## config.mk

```make
export PLATFORM = sky130hd
export DESIGN_NAME = mdio_master
export DESIGN_NICKNAME = d
export VERILOG_FILES = /design/src/rtl/mdio_pkg.sv /design/src/rtl/mdio_clkdiv.sv /design/src/rtl/mdio_capture.sv /design/src/rtl/mdio_master.sv
export SDC_FILE = /design/constraint.sdc
export NUM_CORES = 1
export LEC_CHECK = 0
export ABC_AREA = 1
export ABC_CLOCK_PERIOD_IN_PS = 1840
export BUFFER_PORTS_ARGS = -buffer_cell sky130_fd_sc_hd__buf_2
export CORE_MARGIN = 3
export CORE_UTILIZATION = 53
export CTS_CLUSTER_DIAMETER = 150
export CTS_CLUSTER_SIZE = 8
export DETAILED_ROUTE_END_ITERATION = 16
export GPL_TIMING_DRIVEN = 0
export PLACE_DENSITY = 0.76
export SETUP_SLACK_MARGIN = 0.5
export SKIP_CTS_REPAIR_TIMING = 1
export SYNTH_ARGS = -nofsm -noshare
export SYNTH_HDL_FRONTEND = slang
export SYNTH_SLANG_ARGS = --single-unit
```

## constraint.sdc

```tcl
create_clock -name clk -period 1.84 [get_ports clk]
set_clock_uncertainty 0.05 [all_clocks]
set_input_delay 0.368 -clock clk [delete_from_list [all_inputs] [get_ports clk]]
set_output_delay 0.368 -clock clk [all_outputs]
set_load 0.02 [all_outputs]
```

## src/rtl/mdio_pkg.sv

```systemverilog
package mdio_pkg;

    localparam int PRE_BITS   = 33;
    localparam int RDHDR_BITS = 16;
    localparam int WRFRM_BITS = 32;
    localparam int RX_BITS    = 19;
    localparam int WRTL_BITS  = 2;
    localparam int DATA_W     = 16;
    localparam int PHY_W      = 5;
    localparam int CNT_W      = 6;

    typedef enum logic [2:0] {
        PH_IDLE,
        PH_PRE,
        PH_SEND,
        PH_RECV,
        PH_TAIL,
        PH_ABORT
    } mdio_phase_e;

    typedef struct packed {
        mdio_phase_e        phase;
        logic [CNT_W-1:0]   cnt;
        logic [31:0]        frame;
        logic               mdc;
        logic               oe;
        logic               dout;
        logic               busy;
        logic               done;
        logic               rd;
        logic [DATA_W-1:0]  rdata;
    } mdio_state_t;

endpackage

```

## src/rtl/mdio_clkdiv.sv

```systemverilog
module mdio_clkdiv #(
    parameter int DIV_W = 8
) (
    input  logic             clk,
    input  logic             rst_n,
    input  logic             run,
    input  logic [DIV_W-1:0] half_div,
    output logic             half_end
);

    logic [DIV_W-1:0] cnt_d, cnt_q;
    logic [DIV_W-1:0] lim_m1;

    always_comb begin
        lim_m1   = (half_div == '0) ? '0 : half_div - 1'b1;
        half_end = run && (cnt_q >= lim_m1);
        if (!run || half_end) cnt_d = '0;
        else                  cnt_d = cnt_q + 1'b1;
    end

    always_ff @(posedge clk or negedge rst_n) begin
        if (!rst_n) cnt_q <= '0;
        else        cnt_q <= cnt_d;
    end


    div_gap_chk: assert property (@(posedge clk) disable iff (!rst_n)
        half_end && $stable(half_div) && (lim_m1 != '0) |=> !half_end);

endmodule

```

## src/rtl/mdio_capture.sv

```systemverilog
module mdio_capture #(
    parameter int DATA_W = 16
) (
    input  logic              clk,
    input  logic              rst_n,
    input  logic              shift_en,
    input  logic              din,
    output logic [DATA_W-1:0] data
);

    logic [DATA_W-1:0] sh_d, sh_q;

    always_comb begin
        sh_d = sh_q;
        if (shift_en) sh_d = {sh_q[DATA_W-2:0], din};
    end

    always_ff @(posedge clk or negedge rst_n) begin
        if (!rst_n) sh_q <= '0;
        else        sh_q <= sh_d;
    end

    assign data = sh_q;

endmodule

```

## src/rtl/mdio_master.sv

```systemverilog
module mdio_master
    import mdio_pkg::*;
#(
    parameter int DIV_W = 8,
    parameter int REG_W = 6
) (
    input  logic              clk,
    input  logic              rst_n,
    input  logic              start,
    input  logic              wr_req,
    input  logic [PHY_W-1:0]  phy_addr,
    input  logic [REG_W-1:0]  reg_addr,
    input  logic [DATA_W-1:0] wdata,
    input  logic [DIV_W-1:0]  half_div,
    input  logic              mdio_i,
    output logic              busy,
    output logic              done,
    output logic [DATA_W-1:0] rdata,
    output logic              mdc,
    output logic              mdio_o,
    output logic              mdio_oe
);

    localparam logic [CNT_W-1:0] PRE_LAST  = CNT_W'(PRE_BITS - 1);
    localparam logic [CNT_W-1:0] RDH_LAST  = CNT_W'(RDHDR_BITS - 1);
    localparam logic [CNT_W-1:0] WRF_LAST  = CNT_W'(WRFRM_BITS - 1);
    localparam logic [CNT_W-1:0] RX_LAST   = CNT_W'(RX_BITS - 1);
    localparam logic [CNT_W-1:0] TL_LAST   = CNT_W'(WRTL_BITS - 1);
    localparam logic [CNT_W-1:0] WIN_HI    = CNT_W'(DATA_W);

    mdio_state_t       s_d, s_q;
    logic              half_end;
    logic              shift_en;
    logic              run;
    logic              addr_bad;
    logic [DATA_W-1:0] cap_data;

    assign run      = s_q.busy && (s_q.phase != PH_ABORT);
    assign addr_bad = 32'(reg_addr) > 32'd31;

    mdio_clkdiv #(.DIV_W(DIV_W)) u_div (
        .clk      (clk),
        .rst_n    (rst_n),
        .run      (run),
        .half_div (half_div),
        .half_end (half_end)
    );

    mdio_capture #(.DATA_W(DATA_W)) u_cap (
        .clk      (clk),
        .rst_n    (rst_n),
        .shift_en (shift_en),
        .din      (mdio_i),
        .data     (cap_data)
    );

    always_comb begin
        s_d      = s_q;
        s_d.done = 1'b0;
        shift_en = 1'b0;
        case (s_q.phase)
            PH_IDLE: begin
                if (start) begin
                    s_d.busy = 1'b1;
                    s_d.rd   = !wr_req;
                    if (addr_bad) begin
                        s_d.phase = PH_ABORT;
                    end else begin
                        s_d.phase = PH_PRE;
                        s_d.cnt   = PRE_LAST;
                        s_d.oe    = 1'b1;
                        s_d.dout  = 1'b1;
                        if (wr_req)
                            s_d.frame = {4'b0101, phy_addr, reg_addr[4:0], 2'b10, wdata};
                        else
                            s_d.frame = {6'b110110, phy_addr, reg_addr[4:0], 16'h0000};
                    end
                end
            end
            PH_ABORT: begin
                s_d.phase = PH_IDLE;
                s_d.busy  = 1'b0;
                s_d.done  = 1'b1;
                if (s_q.rd) s_d.rdata = '1;
            end
            default: begin
                if (half_end) begin
                    if (!s_q.mdc) begin
                        s_d.mdc = 1'b1;
                        if (s_q.phase == PH_RECV && s_q.cnt >= 1 && s_q.cnt <= WIN_HI)
                            shift_en = 1'b1;
                    end else begin
                        s_d.mdc = 1'b0;
                        if (s_q.cnt != '0) begin
                            s_d.cnt = s_q.cnt - 1'b1;
                            if (s_q.phase == PH_SEND) begin
                                s_d.frame = {s_q.frame[30:0], 1'b0};
                                s_d.dout  = s_q.frame[30];
                            end
                        end else begin
                            case (s_q.phase)
                                PH_PRE: begin
                                    s_d.phase = PH_SEND;
                                    s_d.cnt   = s_q.rd ? RDH_LAST : WRF_LAST;
                                    s_d.dout  = s_q.frame[31];
                                end
                                PH_SEND: begin
                                    s_d.phase = s_q.rd ? PH_RECV : PH_TAIL;
                                    s_d.cnt   = s_q.rd ? RX_LAST : TL_LAST;
                                    s_d.oe    = 1'b0;
                                    s_d.dout  = 1'b0;
                                end
                                default: begin
                                    s_d.phase = PH_IDLE;
                                    s_d.busy  = 1'b0;
                                    s_d.done  = 1'b1;
                                    if (s_q.rd) s_d.rdata = cap_data;
                                end
                            endcase
                        end
                    end
                end
            end
        endcase
    end

    always_ff @(posedge clk or negedge rst_n) begin
        if (!rst_n) begin
            s_q <= '{phase: PH_IDLE, cnt: '0, frame: '0, mdc: 1'b0, oe: 1'b0,
                     dout: 1'b0, busy: 1'b0, done: 1'b0, rd: 1'b0, rdata: '0};
        end else begin
            s_q <= s_d;
        end
    end

    assign busy    = s_q.busy;
    assign done    = s_q.done;
    assign rdata   = s_q.rdata;
    assign mdc     = s_q.mdc;
    assign mdio_o  = s_q.dout;
    assign mdio_oe = s_q.oe;


    idle_quiet_chk: assert property (@(posedge clk) disable iff (!rst_n)
        !busy |-> !mdc && !mdio_oe);


    hold_high_chk: assert property (@(posedge clk) disable iff (!rst_n)
        mdc && $past(mdc) |-> $stable(mdio_o) && $stable(mdio_oe));


    released_chk: assert property (@(posedge clk) disable iff (!rst_n)
        (s_q.phase == PH_RECV || s_q.phase == PH_TAIL) |-> !mdio_oe);


    abort_silent_chk: assert property (@(posedge clk) disable iff (!rst_n)
        (s_q.phase == PH_ABORT) |-> !mdc && !mdio_oe && !half_end);


    done_ends_busy_chk: assert property (@(posedge clk) disable iff (!rst_n)
        done |-> !busy && $past(busy));


    done_pulse_chk: assert property (@(posedge clk) disable iff (!rst_n)
        done |=> !done);

endmodule

```

==> qor.yml <==
outcome: "finished with violations"
violations: "negative setup slack"
multi_input_area_um2: 2850
final_common_cell: "nand2_1"
cts.reportedPaths.clkPinSlew_ns: 0.10
crit_chain: "buf_4, nor2_4, nand2_2, nor3_2, inv_1, nor2_1, inv_1, o21ai_1, nand3_2, ha_4, nand2_4, o21a_4, nand2_4, nand4_1, nand2_4, buf_2, nand2_1, nand2_1, nand2_1"
nFillCells: 653
row_count: 35
utilization_pct: 74.6
crit_path_start_kind: "primary input"
grt_max_degree: 73
crit_fanout: 7
grt.met2_usage_pct: 36.7
drt-initial-drc-count: 422
worstPathArrival_ns: 2.85
coreArea_um2: 9330
ctsHtreeMaxLevel: 3
start_util_pct: 55.2
route.detailed.drc: 0
placed_area_um2: 5760
pwr_density_cell_nw_per_um2: 505
synth_cell_type_count: 37
drv_slew: 0
synth_ff_type: "dfrtp_1"
leakage_nw: 3.76
via_count: 5095
grt_pass1_wl_um: 20000
hold_viol: 0
max_slew_margin_pct: 49.9
clockBufferDepth: 2
slowest_stage: "ha_4"
viasPerCell: 5.47
hold_slack_ns: 0.219
die_y_um: 105
synth_edf_count: 0
crit_path_end_kind: "flip-flop"
cts_tree: "built"
numCtsBuffers: 9
syn_area_per_cell_um2: 7.53
nets: 854
netlist_area_um2: 5150
io_pins: 61
gp_congestion: 0.878
peakVddDrop_mv: 0.311
fin_area_um2: 6960
drv_cap: 0
rsz0062_at_grt: "true"
dpl.cell_count: 874
yosysTopAreaCell: "dfrtp_1"
dr.pass1.iters: 6
synthTopCellsByArea: "dfrtp_1 42%, nand2_1 19%, nand4_1 5.7%"
crit_type: "in2reg"
use_met1_pct: 28.8
grt_pass1_vias: 4449
yosysTopAreaCellShare_pct: 42.3
synthMuxAreaShare_pct: 0
port_buffers: 60
setup_viol: 86
syn_to_final_growth_pct: 35.2
fmax_mhz: 379
drive_gt1_share_pct: 33.1
ys_seq_elements: 87
wl_per_cell_um: 15.6
grt.busiest_layer: "met2"
netlist_instances: 684
synthAdderAreaFrac_pct: 3.89
synth_fp_nets: 740
cts_root_buf: "clkbuf_8"
dieWidth_um: 105
layout_common_cells: "219 x nand2_1, 84 x dfrtp_1, 52 x nand3_1, 48 x buf_6, 48 x buf_2"
timing.final.ws_setup_ns: -0.797
async_flop_share_pct: 100
period_share_pct: 143
hold_class: "in2reg"
clock-sinks: 87
ant_nets: 0
critPathRequiredTime_ns: 2.05
clkLatencyLatePin_ns: 0.36
synth_xor_area_share_pct: 0.850
overflow: 0
met3_usage_pct: 3.89
synth_compound_gate_area_share_pct: 5.93
track_usage_pct: 21.6
synth_top_family_by_area: "simple AND/OR/NAND/NOR gates"
ys.warnings.count: 0
yosys.area_share.simple_pct: 36.5
layout_min_cycle_time_ns: 2.64
tightest_slew_ns: 0.746
regArea_um2: 2180
antenna_cells: 0
fin_cells: 932
ys_seq_area_share_pct: 42.3
dieArea_um2: 10900
drt_wl_total_um: 14600
slowest_delay_ns: 0.31
place_hpwl_um: 8530
antenna_found_initial: 0
==> metrics by stage <==
| step | power [mW] | setup WS [ns] | TNS [ns] |
|---|---|---|---|
| floorplan | 1.99 | -0.628 | -46.90 |
| global placement | 2.09 | -1.17 | -123.27 |
| detailed placement | 2.10 | -1.21 | -95.27 |
| CTS | 3.48 | -0.849 | -63.69 |
| global route | 3.64 | -0.892 | -68.80 |
| finish | 3.52 | -0.797 | -58.64 |
==> flip-flops by register name, indices dropped and copies added, names as in the netlist <==
signal       flops
done             1
mdio_oe          1
mdio_o           1
s_q             42
u_div.cnt_q      8
rdata           16
mdc              1
u_cap.data      16
busy             1
==> per-layer routing <==
layer / wire (um) / up-vias / part of all wire [%]
met3: 884 / 34 / 6.1
li1: - / 2444 / -
met5: 0 / - / 0
met1: 5910 / 2408 / 41
met2: 7470 / 209 / 51
met4: 304 / 0 / 2.1
==> layout make-up <==
cell class	count	share of cell area (%)
inverters	56	3.38
multi-input cells	493	40.9
well taps	129	2.32
repair buffers	102	12.6
clock buffers	10	1.98
clock inverters	6	0.971
flip-flops and latches	87	31.3
plain buffers	49	6.54
==> cells in the mapped netlist (2+ instances only) <==
master and n:
nand3_1 56, o21ai_1 15, nor3b_1 2, clkbuf_1 5, nand2_1 258, buf_2 15, ha_1 16, or2_2 3
inv_2 6, buf_4 22, dfrtp_1 87, xnor2_1 4, nor2_1 29, inv_1 50, buf_6 6, a21oi_1 4
nand2_2 9, nor3_1 8, o211ai_1 3, a22oi_1 8, nand4_1 47, o21ai_0 16
==> final timing paths <==
| path | startpoint | to | slack [ns] | depth (start not counted) |
|---|---|---|---|---|
| min in group asynchronous | rst_n | rdata[13]$_DFFE_PN0P_ | 0.37 | 2 |
| worst max register to register | s_q[54]$_DFFE_PN0P_ | u_cap.data[8]$_DFFE_PN0P_ | -0.64 | 11 |
| worst max-delay path | half_div[2] | mdio_o$_DFFE_PN0P_ | -0.80 | 19 |
| worst min-delay path | mdio_i | u_cap.data[0]$_DFFE_PN0P_ | 0.22 | 3 |
| worst min register to register | s_q[55]$_DFFE_PN0P_ | s_q[55]$_DFFE_PN0P_ | 0.43 | 2 |
| max in group asynchronous | rst_n | s_q[61]$_DFFE_PN0P_ | 0.69 | 3 |
==> worst max-delay path: cells and delay by family <==
family	cells	cell delay, ns
and+or+nand+nor	12	1.23
buffers and inverters	4	0.51
AOI/OAI and AO/OA	2	0.42
adders and majority gates	1	0.31
==> power by group <==
part | leakage (nW) | internal (mW) | switching [mW]
logic | 2.45 | 0.0826 | 0.115
registers | 1.21 | 1.91 | 0
clock network | 0.0993 | 0.672 | 0.739
total | 3.76 | 2.66 | 0.854
==> cells by family after synthesis <==
family                     Yosys count
xor gates and xnor gates             5
adders and majority gates           16
buffers and inverters              105
DFF                                 87
AOI/OAI and AO/OA                   51
and+or+nand+nor                    420
Note: power is estimated with default switching activity, not from simulation.
